===== src/rtl/qps_pkg.sv =====
package qps_pkg;
  localparam int NUM_PHASES = 4;
  localparam int PH_W       = $clog2(NUM_PHASES);

  typedef enum logic [PH_W-1:0] {
    PH_Q1 = 2'd0,
    PH_Q2 = 2'd1,
    PH_Q3 = 2'd2,
    PH_Q4 = 2'd3
  } phase_e;

  typedef enum logic {
    SCH_IDLE  = 1'b0,
    SCH_DRIVE = 1'b1
  } sched_e;
endpackage


===== src/rtl/qps_phase_ctr.sv =====
module qps_phase_ctr
  import qps_pkg::*;
(
  input  logic   clk,
  input  logic   rst_n,
  input  logic   hold_n_in,
  output phase_e phase_q,
  output logic   cycle_start,
  output logic   sync_done,
  output logic   release_seen
);
  logic            hold_q;
  logic [PH_W-1:0] step_val;
  logic            at_last;

  assign at_last      = (phase_q == PH_Q4);
  assign step_val     = phase_q + PH_W'(1);
  // line reads high now after reading low at the previous edge
  assign release_seen = hold_n_in && !hold_q;

  always_ff @(posedge clk or negedge rst_n) begin
    if (!rst_n) begin
      phase_q     <= PH_Q1;
      hold_q      <= 1'b1;
      cycle_start <= 1'b0;
      sync_done   <= 1'b0;
    end else begin
      hold_q      <= hold_n_in;
      cycle_start <= at_last && hold_n_in;
      sync_done   <= at_last && release_seen;
      if (at_last) begin
        if (hold_n_in) phase_q <= PH_Q1;
      end else begin
        phase_q <= phase_e'(step_val);
      end
    end
  end
endmodule


===== src/rtl/qps_sched.sv =====
module qps_sched
  import qps_pkg::*;
#(
  parameter int CNT_W       = 32,
  parameter int STARTUP_LEN = 4,
  parameter int SYNC_LEN    = 4
) (
  input  logic             clk,
  input  logic             rst_n,
  input  logic             hold_n_in,
  input  logic             release_seen,
  input  logic             resync_en,
  input  logic [CNT_W-1:0] interval,
  output logic             hold_drive
);
  localparam int LEFT_MAX = (STARTUP_LEN > SYNC_LEN) ? STARTUP_LEN : SYNC_LEN;
  localparam int LEFT_W   = $clog2(LEFT_MAX + 1);

  sched_e            state_q;
  logic [LEFT_W-1:0] left_q;
  logic [CNT_W-1:0]  cnt_q;
  logic              due;

  assign due = resync_en && (interval != '0) && !release_seen &&
               hold_n_in && (cnt_q >= interval - CNT_W'(1));
  assign hold_drive = (state_q == SCH_DRIVE);

  always_ff @(posedge clk or negedge rst_n) begin
    if (!rst_n) begin
      cnt_q <= '0;
    end else if (release_seen) begin
      cnt_q <= '0;
    end else if (state_q == SCH_IDLE && hold_n_in && cnt_q != '1) begin
      cnt_q <= cnt_q + CNT_W'(1);
    end
  end

  always_ff @(posedge clk or negedge rst_n) begin
    if (!rst_n) begin
      state_q <= SCH_DRIVE;
      left_q  <= LEFT_W'(STARTUP_LEN - 1);
    end else begin
      case (state_q)
        SCH_DRIVE: begin
          if (left_q == '0) state_q <= SCH_IDLE;
          else              left_q  <= left_q - LEFT_W'(1);
        end
        default: begin
          if (due) begin
            state_q <= SCH_DRIVE;
            left_q  <= LEFT_W'(SYNC_LEN - 1);
          end
        end
      endcase
    end
  end
endmodule


===== src/rtl/quad_phase_seq.sv =====
module quad_phase_seq
  import qps_pkg::*;
#(
  parameter int CNT_W       = 32,
  parameter int STARTUP_LEN = 4,
  parameter int SYNC_LEN    = 4
) (
  input  logic                  clk,
  input  logic                  rst_n,
  input  logic                  hold_n_in,
  output logic                  hold_drive,
  input  logic                  resync_en,
  input  logic [CNT_W-1:0]      resync_interval,
  output logic [NUM_PHASES-1:0] phase,
  output logic                  cycle_start,
  output logic                  sync_done
);
  phase_e ph_q;
  logic   release_seen;

  qps_phase_ctr u_phase (
    .clk          (clk),
    .rst_n        (rst_n),
    .hold_n_in    (hold_n_in),
    .phase_q      (ph_q),
    .cycle_start  (cycle_start),
    .sync_done    (sync_done),
    .release_seen (release_seen)
  );

  qps_sched #(
    .CNT_W       (CNT_W),
    .STARTUP_LEN (STARTUP_LEN),
    .SYNC_LEN    (SYNC_LEN)
  ) u_sched (
    .clk          (clk),
    .rst_n        (rst_n),
    .hold_n_in    (hold_n_in),
    .release_seen (release_seen),
    .resync_en    (resync_en),
    .interval     (resync_interval),
    .hold_drive   (hold_drive)
  );

  for (genvar g = 0; g < NUM_PHASES; g++) begin : g_onehot
    assign phase[g] = (ph_q == PH_W'(g));
  end
endmodule


===== config.mk =====
export PLATFORM = sky130hd
export DESIGN_NAME = quad_phase_seq
export DESIGN_NICKNAME = d
export VERILOG_FILES = /design/src/rtl/qps_pkg.sv /design/src/rtl/qps_phase_ctr.sv /design/src/rtl/qps_sched.sv /design/src/rtl/quad_phase_seq.sv
export SDC_FILE = /design/constraint.sdc
export NUM_CORES = 1
export LEC_CHECK = 0
export ABC_AREA = 1
export ABC_CLOCK_PERIOD_IN_PS = 1500
export BUFFER_PORTS_ARGS = -buffer_cell sky130_fd_sc_hd__buf_2
export CELL_PAD_IN_SITES_DETAIL_PLACEMENT = 1
export CELL_PAD_IN_SITES_GLOBAL_PLACEMENT = 1
export CORE_UTILIZATION = 39
export DETAILED_ROUTE_END_ITERATION = 7
export HOLD_SLACK_MARGIN = 0.03
export PLACE_DENSITY = 0.79
export SLEW_MARGIN = 25
export SYNTH_ARGS = -nofsm -noshare
export SYNTH_HDL_FRONTEND = slang
export SYNTH_SLANG_ARGS = --single-unit

===== constraint.sdc =====
create_clock -name clk -period 1.5 [get_ports clk]
set_input_delay 0.3 -clock clk [delete_from_list [all_inputs] [get_ports clk]]
set_output_delay 0.3 -clock clk [all_outputs]
set_load 0.02 [all_outputs]

==> metrics.txt, run 1 <==
clk buf depth=2; synth cell count leaders=nand2_1, nor2_1, inv_1, ha_1, dfrtp_1; CTS Sinks=41; hpwl dp=about 14000 microns; Syn Inst Count=between 500 and 600; Cell variety after synth=40; GRT Util Overall=around 78%; GR Overflow Total=between 150 and 200; Area contributors post-synth=dfrtp_1, nand2_1, ha_1; ys async rst share=100%; Synthesized Nets=674; Post-synth top flop=dfrtp_1; Worst End Pin Type=register data pin; RD Place Congestion=0.927; Num CTS Buffers=5; Synth Cell Area=approximately 4000 sq um; IO buf count=42; CTS H-tree depth=2; initial core utilization=40.0%; most frequent cell after synthesis=nand2_1; top cell type's share of synthesized area=22.6%; outcome=did not finish; Fail Step=global routing (5_1_grt); Die X=104 microns; I/O Pins=43; placed cell area=roughly 5800 sq um; leading area contributor after synthesis=dfrtp_1; Place WS=-1430 ps; row cnt=37; Seq cells post-synth=41; grt repair worst endpoint=u_sched.left_q[1]$_DFFE_PN1P_/D; Syn. warnings=0; Syn Area/Cell=6.84 sq um; Vert. Die Dim=~100 microns; Error=[ERROR GRT-0232] Routing congestion too high. Check the congestion heatmap in the GUI.; largest net degree at the start of global routing=26; CTS root buf=clkbuf_8; number of synthesized flops with an enable pin=0; sequential area share after synthesis=25.2%
[cells by family after synthesis]
logic type      after synthesis  share of synthesized area [%]
compound gates               55                           7.71
simple gates                339                           38.1
buf+inv                      84                           8.41
flops                        41                           25.2
xor+xnor                     39                           8.35
fa+ha+maj                    40                           12.2
[stage by stage]
stage          hold slack (ps)  TNS (ps)  cells
2_1_floorplan             4.41     -5200    598
3_5_place_dp               279    -14910    924
3_3_place_gp               259     -9570    924
4_1_cts                    106    -11680    958
[what timing repair did]
item / CTS
pin swaps: 49
buffers inserted: 23
resized for setup: 113
setup endpoints to repair: 37
endpoints found under the hold margin: 15
gates cloned: 2
hold buffers: 1
[metal layers]
metal  GRT overflow  GRT usage [%]
met4             65           89.7
met1              1           77.6
met5              0           7.62
met3              0           54.6
met2            106           98.4
==> run 2, diff against run 1 <==
- ABC_CLOCK_PERIOD_IN_PS: 1500 -> 2000
- CELL_PAD_IN_SITES_DETAIL_PLACEMENT: 1 -> unset
- CELL_PAD_IN_SITES_GLOBAL_PLACEMENT: 1 -> unset
- CORE_UTILIZATION: 39 -> 40
- HOLD_SLACK_MARGIN: 0.03 -> unset
- PLACE_DENSITY: 0.79 -> unset
- PLACE_DENSITY_LB_ADDON: unset -> 0.15
- clock period: 1.5 -> 2 ns (I/O delays scaled with it)
==> run 2 against run 1 <==
Against the previous run:
- the flow now finishes, with violations (setup timing)
- area after synthesis did not move
- synthesized cell count did not move
==> metrics.txt, run 2 <==
outcome=complete, but fails checks; failing checks=setup timing; synth cell count leaders=nand2_1, nor2_1, inv_1, ha_1, dfrtp_1; vias in the first global route=4056; GR Overflow Total=0; clk buf depth=2; Seq. cell area=a little over 1000 sq um; Syn. warnings=0; Max Clk Rate=410 MHz; top cell type's share of synthesized area=between 20% and 30%; TritonRoute pass-1 iters=5; hpwl dp=8960 microns; leading area contributor after synthesis=dfrtp_1; drc violations=0; clk slew on worst S/H paths=80 ps; WL/cell=13.2 microns; CTS root buf=clkbuf_8; CP Data Required Time=2250 ps; Core Region=9820 sq um; RD Place Congestion=just under 1; r2r setup slk=150 ps; final worst setup slack=-439 ps; Seq cells post-synth=between 40 and 50; P per Cell Area=about 410 nW/um^2; CTS Sinks=41; RSZ-0062 raised after global routing=true; Synthesized Nets=674; max-cap violations=0; most common cell after layout, fill and taps aside=nand2_1; Max Slew Vio Count=0; Nets=806; Post-synth top flop=dfrtp_1; final setup fails=4; most used cell, CP=nand2_1; footprint of the multi-input gates=2890 sq um; Critical path origin=resync_interval[1]; crit path max fanout=4; worst-path cell chain=buf_6 -> inv_4 -> ha_4 -> nand3_4 -> nor2_4 -> nand4_1 -> nor3b_2 -> xor2_1 -> inv_1 -> ha_4 -> nand2_4 -> nor2_4 -> nand4_1 -> nor2_1 -> nand2_1 -> nand2_1 -> nand2_2 -> nand2_2 -> nand2_1 -> nand2_1; Vert. Die Dim=between 100 and 150 microns; DRT antenna net count=0; IO buf count=42; row cnt=36; R2R depth=9; Syn Area/Cell=just under 7 sq um; Area contributors post-synth=dfrtp_1, nand2_1, ha_1; R2R Path Start=u_sched.cnt_q[2]; startpoint type of the worst setup path=input port; HP Class=input port to async pin; most frequent cell after synthesis=nand2_1; Setup TNS=-1710 ps; CTS tree=built; diode count=0; GRT Util Overall=23.1%; Final min period=between 2000 and 2500 ps; most flop-heavy register=u_sched.cnt_q; Synth Cell Area=around 4100 sq um; Place WS=-769 ps; number of synthesized flops with an enable pin=0; CP endpoint=u_sched.left_q[0]; Final Cycle Share=122%; initial core utilization=between 40% and 50%; die area=~11000 sq um; share of layout cells above drive strength 1=29.5%; post-DR vias/cell=roughly 4.9; CP endpoint kind=register; Fillers=approximately 970; most frequent cells in the layout=nand2_1, buf_4, nor2_1; VDD IR max=0.399 mV; CP arrival=2690 ps; Cell variety after synth=40; initial DRC count=251; CP Class=input port to register; Reg-to-Reg End=u_sched.cnt_q[19]; Die X=103 microns; WL final=11400 microns; initial antenna violation count=0; Num CTS Buffers=5; sequential area share after synthesis=25.2%; Hold Vio Cnt, Final=0; Regs by FF count=u_sched.cnt_q: 32 flops, u_sched.left_q: 3 flops, u_phase.phase_q: 2 flops; critical path buffer and inverter count=3; WHS=58.7 ps; Core Util, Final=55.2%; I/O Pins=43; vias post-DR=4244; critical path depth=20; Post-Layout Cell Count=864; CP max stage delay=just under 300 ps; Slew headroom=about 65%; Syn-to-layout area delta=32.6%; Leakage=2.59 nW; placed cells=848; max reg flops=32; largest net degree at the start of global routing=25; CTS H-tree depth=2; first-pass GRT wire length=18900 microns; clk_skew=11.2 ps; CP delay by family, top=simple AND/OR/NAND/NOR gates; Worst Max-Slew Pin Slew=about 520 ps; Syn Inst Count=between 500 and 600; Skew-Pair Late Insertion Delay=310 ps; CP max-delay cell=nor3b_2; ys async rst share=100%
run 2: cell counts after synthesis:
Identical to the previous run, type by type.
run 2: cell families (layout without fill, tap and decap cells):
group                      count (synthesis)  count (layout)  synth area share, %
buffers and inverters                     84             217                 8.41
DFF                                       41              41                 25.2
xor gates and xnor gates                  39              39                 8.35
adders and majority gates                 40              40                 12.2
and+or+nand+nor                          339             339                 38.1
AOI/OAI and AO/OA                         55              55                 7.71
run 2: cell type report:
cell class	instances	area share, %
repair buffers	132	17.3
multi-input cells	473	53.4
flip-flops and latches	41	19.1
clock buffers	8	1.66
inverters	77	5.56
well taps	133	3.07
run 2: worst min path at each step:
stage	end	slack, ps	cells past startpoint
5_1_grt	u_sched.cnt_q[0]	90	1
3_5_place_dp	u_sched.cnt_q[16]	410	1
4_1_cts	u_sched.cnt_q[0]	80	1
2_1_floorplan	u_phase.cycle_start	100	0
3_3_place_gp	u_sched.cnt_q[16]	400	1
6_report	u_sched.cnt_q[15]	60	1
run 2: report_power, final:
group	internal (mW)	switching [mW]	total [mW]	leakage, nW
Sequential	0.884	0.0445	0.928	0.545
Clock	0.282	0.291	0.573	0.0455
Combinational	0.309	0.414	0.723	2.00
Total	1.47	0.749	2.22	2.59
run 2: stage by stage:
stage          total power, mW  area [sq um]
2_1_floorplan             1.35          4160
4_1_cts                   2.23          5330
3_3_place_gp              1.61          5130
6_report                  2.22          5420
3_5_place_dp              1.64          5130
5_1_grt                   2.38          5420
run 2: what timing repair did:
item | in CTS | in global routing
setup endpoints to repair | 4 | 6
resized for setup | 20 | 17
hold buffers | 0 | 0
pin swaps | 10 | 7
endpoints found under the hold margin | 0 | 0
setup buffers | 5 | 3
run 2: worst register-to-register path: cells and delay by family (launching register included):
family / cells / cell delay, ps
DFF: 1 / 520
and+or+nand+nor: 7 / 1000
buffers and inverters: 2 / 220
run 2: per-layer routing:
metal	vias to the layer above	track usage (%)	routed length, microns
met2	94	39.6	5340
met3	13	2.92	375
met4	0	6.83	160
met5	-	0	0
met1	1937	30.4	5530
li1	2200	-	-
Note: power is estimated with default switching activity, not from simulation.
==> run 3, diff against run 2 <==
- ABC_AREA: 1 -> unset
==> run 3 against run 2 <==
Against the previous run:
- the run still ends with setup timing left
- die area down 18%
- via count down 22%
- sequential power down 3.4%
- cell area down 9.5%
- largest power group unchanged
- count of clock-buffer cells in the layout down 3
- power down 5.0%
- hold slack worse by 28 ps
==> metrics.txt, run 3 <==
drc violations=0; synth cell count leaders=nor2_1, ha_1, dfrtp_1, nand2_1, xnor2_1; hpwl dp=6880 microns; Syn. warnings=0; WL met1=slightly below 4000 microns; CP Class=input port to register; Slew headroom=69.4%; final setup fails=24; max-cap violations=0; Critical path origin=resync_interval[8]; Die X=93.2 microns; RSZ-0062 raised after global routing=true; Fillers=a little under 700; Place WS=-1750 ps; WL/cell=13.7 microns; VDD IR max=0.279 mV; Final Cycle Share=166%; Setup TNS=-6200 ps; clk slew on worst S/H paths=about 100 ps; initial antenna violation count=0; Synthesized Nets=about 450; most flop-heavy register=u_sched.cnt_q; Synth Cell Area=3320 sq um; post-DR vias/cell=5.20; first-pass GRT wire length=14500 microns; share of layout cells above drive strength 1=40.6%; GRT Util Overall=21.0%; GR Overflow Total=0; initial DRC count=108; WL final=~8700 microns; clk_skew=roughly 13 ps; Area contributors post-synth=dfrtp_1, ha_1, xnor2_1; placed cell area=approximately 4500 sq um; CTS Sinks=41; max reg flops=32; CP endpoint kind=register; CP arrival=~3600 ps; CTS H-tree depth=2; most frequent cell after synthesis=nor2_1; number of synthesized flops with an enable pin=0; I/O Pins=between 40 and 50; vias post-DR=3307; Worst Max-Slew Pin Slew=between 400 and 500 ps; outcome=complete, but fails checks; R2R Path Start=u_sched.cnt_q[2]; final worst setup slack=-1320 ps; crit path max fanout=4; Skew-Pair Late Insertion Delay=about 300 ps; Syn Area/Cell=8.79 sq um; top layer in use=met4; Cell variety after synth=50; Num CTS Buffers=5; ys async rst share=100%; Hold Vio Cnt, Final=0; die area=8680 sq um; Syn Inst Count=378; design area=4910 sq um; Max Slew Vio Count=0; largest net degree at the start of global routing=24; P per Cell Area=430 nW/um^2; IO buf count=42; failing checks=setup timing; vias in the first global route=3218; Core Region=roughly 8000 sq um; met2 routed WL=4410 microns; diode count=0; startpoint type of the worst setup path=input port; Max Clk Rate=302 MHz; CP Data Required Time=2240 ps; initial core utilization=a little over two fifths; Regs by FF count=u_sched.cnt_q: 32 flops, u_sched.left_q: 3 flops, u_phase.phase_q: 2 flops; Syn-to-layout area delta=47.7%; DRT antenna net count=0; most frequent cells in the layout=buf_4, nor2_1, ha_1, buf_2, dfrtp_1; clk buf depth=2; WHS=30.8 ps; Vert. Die Dim=93.2 microns; CTS root buf=clkbuf_8; metal3 WL=around 250 microns; Leakage=2.31 nW; sequential area share after synthesis=a little over 30%; CTS tree=built; top cell type's share of synthesized area=27.9%; most common cell after layout, fill and taps aside=buf_4; leading area contributor after synthesis=dfrtp_1; TritonRoute pass-1 iters=4; Final min period=3320 ps; Nets=609; RD Place Congestion=0.845; row cnt=32; Post-synth top flop=dfrtp_1; Seq cells post-synth=41; HP Class=input port to async pin
run 3: changes by cell type in the layout (fill, tap and decap cells not counted), moves of 5 or more:
cell	previous run	this run
nand2_1	140	25
inv_1	68	11
nor2_1	77	48
buf_4	88	108
nand3_1	29	11
nor2_4	12	0
o21ai_1	11	0
nor3_1	16	6
xnor2_1	15	25
nor4_4	0	7
nand2_2	8	2
nand2b_1	0	6
inv_2	5	0
nor3_2	8	3
run 3: report_power, final:
group	leakage (nW)	internal, mW	total [mW]	switching (mW)
Combinational	1.70	0.237	0.522	0.285
Clock	0.0543	0.374	0.695	0.321
Sequential	0.552	0.866	0.896	0.0295
Total	2.31	1.48	2.11	0.635
run 3: worst paths after layout:
path	cells after the start	slack, ps	to
worst max-delay path	13	-1320	u_sched.left_q[0]
worst min-delay path	1	30	u_sched.cnt_q[31]
worst max register to register	8	-330	u_sched.left_q[0]
worst min register to register	1	540	u_phase.sync_done
max in group asynchronous	2	1470	u_sched.cnt_q[12]
min in group clk	2	330	u_phase.hold_q
run 3: per-stage QoR:
step	std cells	power [mW]	util, %
global route	636	2.23	62.2
detailed placement	612	1.42	56.7
CTS	626	2.11	59.7
global placement	612	1.40	56.7
floorplan	378	1.20	-
finish	636	2.11	62.2
run 3: layout make-up:
class	instances	area (sq um)	area share, %
multi-input cells	318	2470	50.4
repair buffers	156	1120	22.8
flip-flops and latches	41	1030	21.0
well taps	102	128	2.60
clock buffers	5	68.8	1.40
clock inverters	3	46.3	0.943
inverters	11	41.3	0.841
run 3: routing by layer:
metal	vias up	global-route usage (%)
li1	1671	-
met1	1565	26.9
met2	57	36.8
met3	14	2.93
met4	0	5.51
met5	-	0
run 3: cell families (layout without fill, tap and decap cells):
group,Yosys count,in the layout,share of synthesized area [%]
AOI/OAI and AO/OA,44,44,8.66
xor gates and xnor gates,52,52,13.7
adders and majority gates,40,40,15.1
buffers and inverters,19,175,2.37
DFF,41,41,31.0
muxes,1,1,0.301
and+or+nand+nor,181,181,28.9
run 3: repair_timing:
item / CTS / global route
gates resized for setup: 15 / 28
buffers inserted: 7 / 10
pin swaps: 12 / 23
hold buffers: 0 / 0
setup endpoints to repair: 26 / 31
run 3: worst max-delay path, cell delays in order:
cell      delay (ps)
buf_6             90
or4_4            570
nor3_4           160
nand3b_1         190
nor4_2           270
xnor2_1          110
ha_1             310
and3_4           180
a221o_1          330
a221oi_2         260
o211ai_1         130
o211a_1          300
o31a_1           250
==> run 4, diff against run 3 <==
- SETUP_SLACK_MARGIN: unset -> 0.5
==> run 4 against run 3 <==
Against the previous run:
- the flow still finishes with violations (setup timing)
- die area stayed put
- non-clock buffer count is 6 higher
- via count is 0.30% higher
- flip-flop and latch count stayed put
- cell count is 0.94% higher
- clock power is 14% higher
- first-iteration DRC count is 29% lower
- clock skew is 1.7 ps lower
- global-route usage is 0.32 points higher
- critical path type unchanged
==> metrics.txt, run 4 (same netlist as run 3, synthesis figures left out) <==
GR Overflow Total=0; CTS root buf=clkbuf_8; CP delay by family, top=simple AND/OR/NAND/NOR gates; critical path buffer and inverter count=2; most common cell after layout, fill and taps aside=buf_4; share of layout cells above drive strength 1=between 40% and 50%; Fillers=642; largest net degree at the start of global routing=24; post-DR vias/cell=~5.2; worst-path cell chain=buf_6 -> or4_4 -> nor3_4 -> nand3b_1 -> buf_6 -> nor2_2 -> nand2_1 -> xor2_1 -> ha_1 -> and3_4 -> a221o_1 -> a221oi_2 -> o211ai_1 -> o211a_1 -> o31a_1; CP Data Required Time=2240 ps; R2R depth=8; Nets=615; CP arrival=3500 ps; CP Class=input port to register; Num CTS Buffers=5; Regs by FF count=u_sched.cnt_q: 32 flops, u_sched.left_q: 3 flops, u_phase.phase_q: 2 flops; die area=8680 sq um; most flop-heavy register=u_sched.cnt_q; vias post-DR=3317; failing checks=setup timing; Skew-Pair Late Insertion Delay=300 ps; crit path max fanout=4; DRT antenna net count=0; clk_skew=11.1 ps; clk slew on worst S/H paths=roughly 90 ps; CTS Sinks=41; Final Cycle Share=163%; most used cell, CP=buf_6; Hold Vio Cnt, Final=0; initial core utilization=42.1%; Max Clk Rate=307 MHz; placed cell area=approximately 4500 sq um; GRT Util Overall=21.3%; Syn-to-layout area delta=55.9%; outcome=complete, but fails checks; WL final=8830 microns; r2r setup slk=-300 ps; design area=5180 sq um; initial antenna violation count=0; Vert. Die Dim=between 90 and 100 microns; hpwl dp=approximately 6700 microns; CP max stage delay=570 ps; total power after layout=2.44 mW; RSZ-0062 raised after global routing=true; vias in the first global route=3377; cts hold-fix bufs=0; CTS H-tree depth=2; Worst Max-Slew Pin Slew=485 ps; HP Class=input port to async pin; startpoint type of the worst setup path=input port; final worst setup slack=-1260 ps; P per Cell Area=471 nW/um^2; I/O Pins=43; CP max-delay cell=or4_4; final setup fails=12; RD Place Congestion=between 0.8 and 0.9; first-pass GRT wire length=14700 microns; drc violations=0; Slew headroom=67.7%; diode count=0; CP endpoint kind=register; most frequent cells in the layout=buf_4, nor2_1, ha_1, buf_2, dfrtp_1; Place WS=-1760 ps; Core Region=7890 sq um; Post-Layout Cell Count=about 640; row cnt=32; Die X=93.2 microns; IO buf count=42; Leakage=~2.3 nW; placed cells=613; clk buf depth=2; critical path depth=15; WL/cell=13.8 microns; max reg flops=32; Final min period=3260 ps; VDD IR max=roughly 0.52 mV; max-cap violations=0; Max Slew Vio Count=0; initial DRC count=77; TritonRoute pass-1 iters=4; CTS tree=built
run 4: cell count changes in the layout (fill, tap and decap cells not counted), moves of 4 or more:
cell,change
ha_1,-5
inv_4,+4
buf_6,+11
buf_2,-5
inv_1,-4
ha_4,+6
run 4: power breakdown:
group | switching (mW) | leakage (nW) | internal (mW)
Sequential | 0.0611 | 0.548 | 0.871
Combinational | 0.342 | 1.73 | 0.373
Clock | 0.294 | 0.0681 | 0.496
run 4: repair_timing:
action                                  in CTS  in global routing
setup buffers                               15                  6
gates resized for setup                     55                 32
pin swaps                                   30                 19
endpoints found under the setup margin      41                 41
run 4: layout make-up:
cell class | instances | area, sq um | share of cell area [%]
clock buffers | 5 | 68.8 | 1.33
multi-input cells | 318 | 2620 | 50.6
flip-flops and latches | 41 | 1030 | 20.0
repair buffers | 162 | 1210 | 23.4
well taps | 102 | 128 | 2.46
inverters | 11 | 51.3 | 0.990
clock inverters | 3 | 65.1 | 1.26
run 4: final timing paths:
path                                          end          startpoint
worst min-delay path            u_sched.cnt_q[29]               rst_n
worst max register to register  u_sched.left_q[0]    u_sched.cnt_q[2]
max in group asynchronous       u_sched.cnt_q[16]               rst_n
worst min register to register  u_sched.left_q[2]   u_sched.left_q[2]
worst max-delay path            u_sched.left_q[0]  resync_interval[6]
min in group clk                   u_phase.hold_q           hold_n_in
run 4: metal layers:
layer,wire (microns),GRT usage (%)
met5,0,0
met4,70,4.87
met3,248,3.66
met2,4570,38.6
met1,3940,26.2
run 4: through the flow:
| stage | hold slack, ps | TNS [ps] | util (%) |
|---|---|---|---|
| floorplan | 104 | -6380 | - |
| global placement | 375 | -7220 | 57.1 |
| detailed placement | 379 | -7760 | 57.1 |
| CTS | 54.8 | -5170 | 63.4 |
| global route | 76.5 | -7540 | 65.7 |
| finish | 48.5 | -5120 | 65.7 |
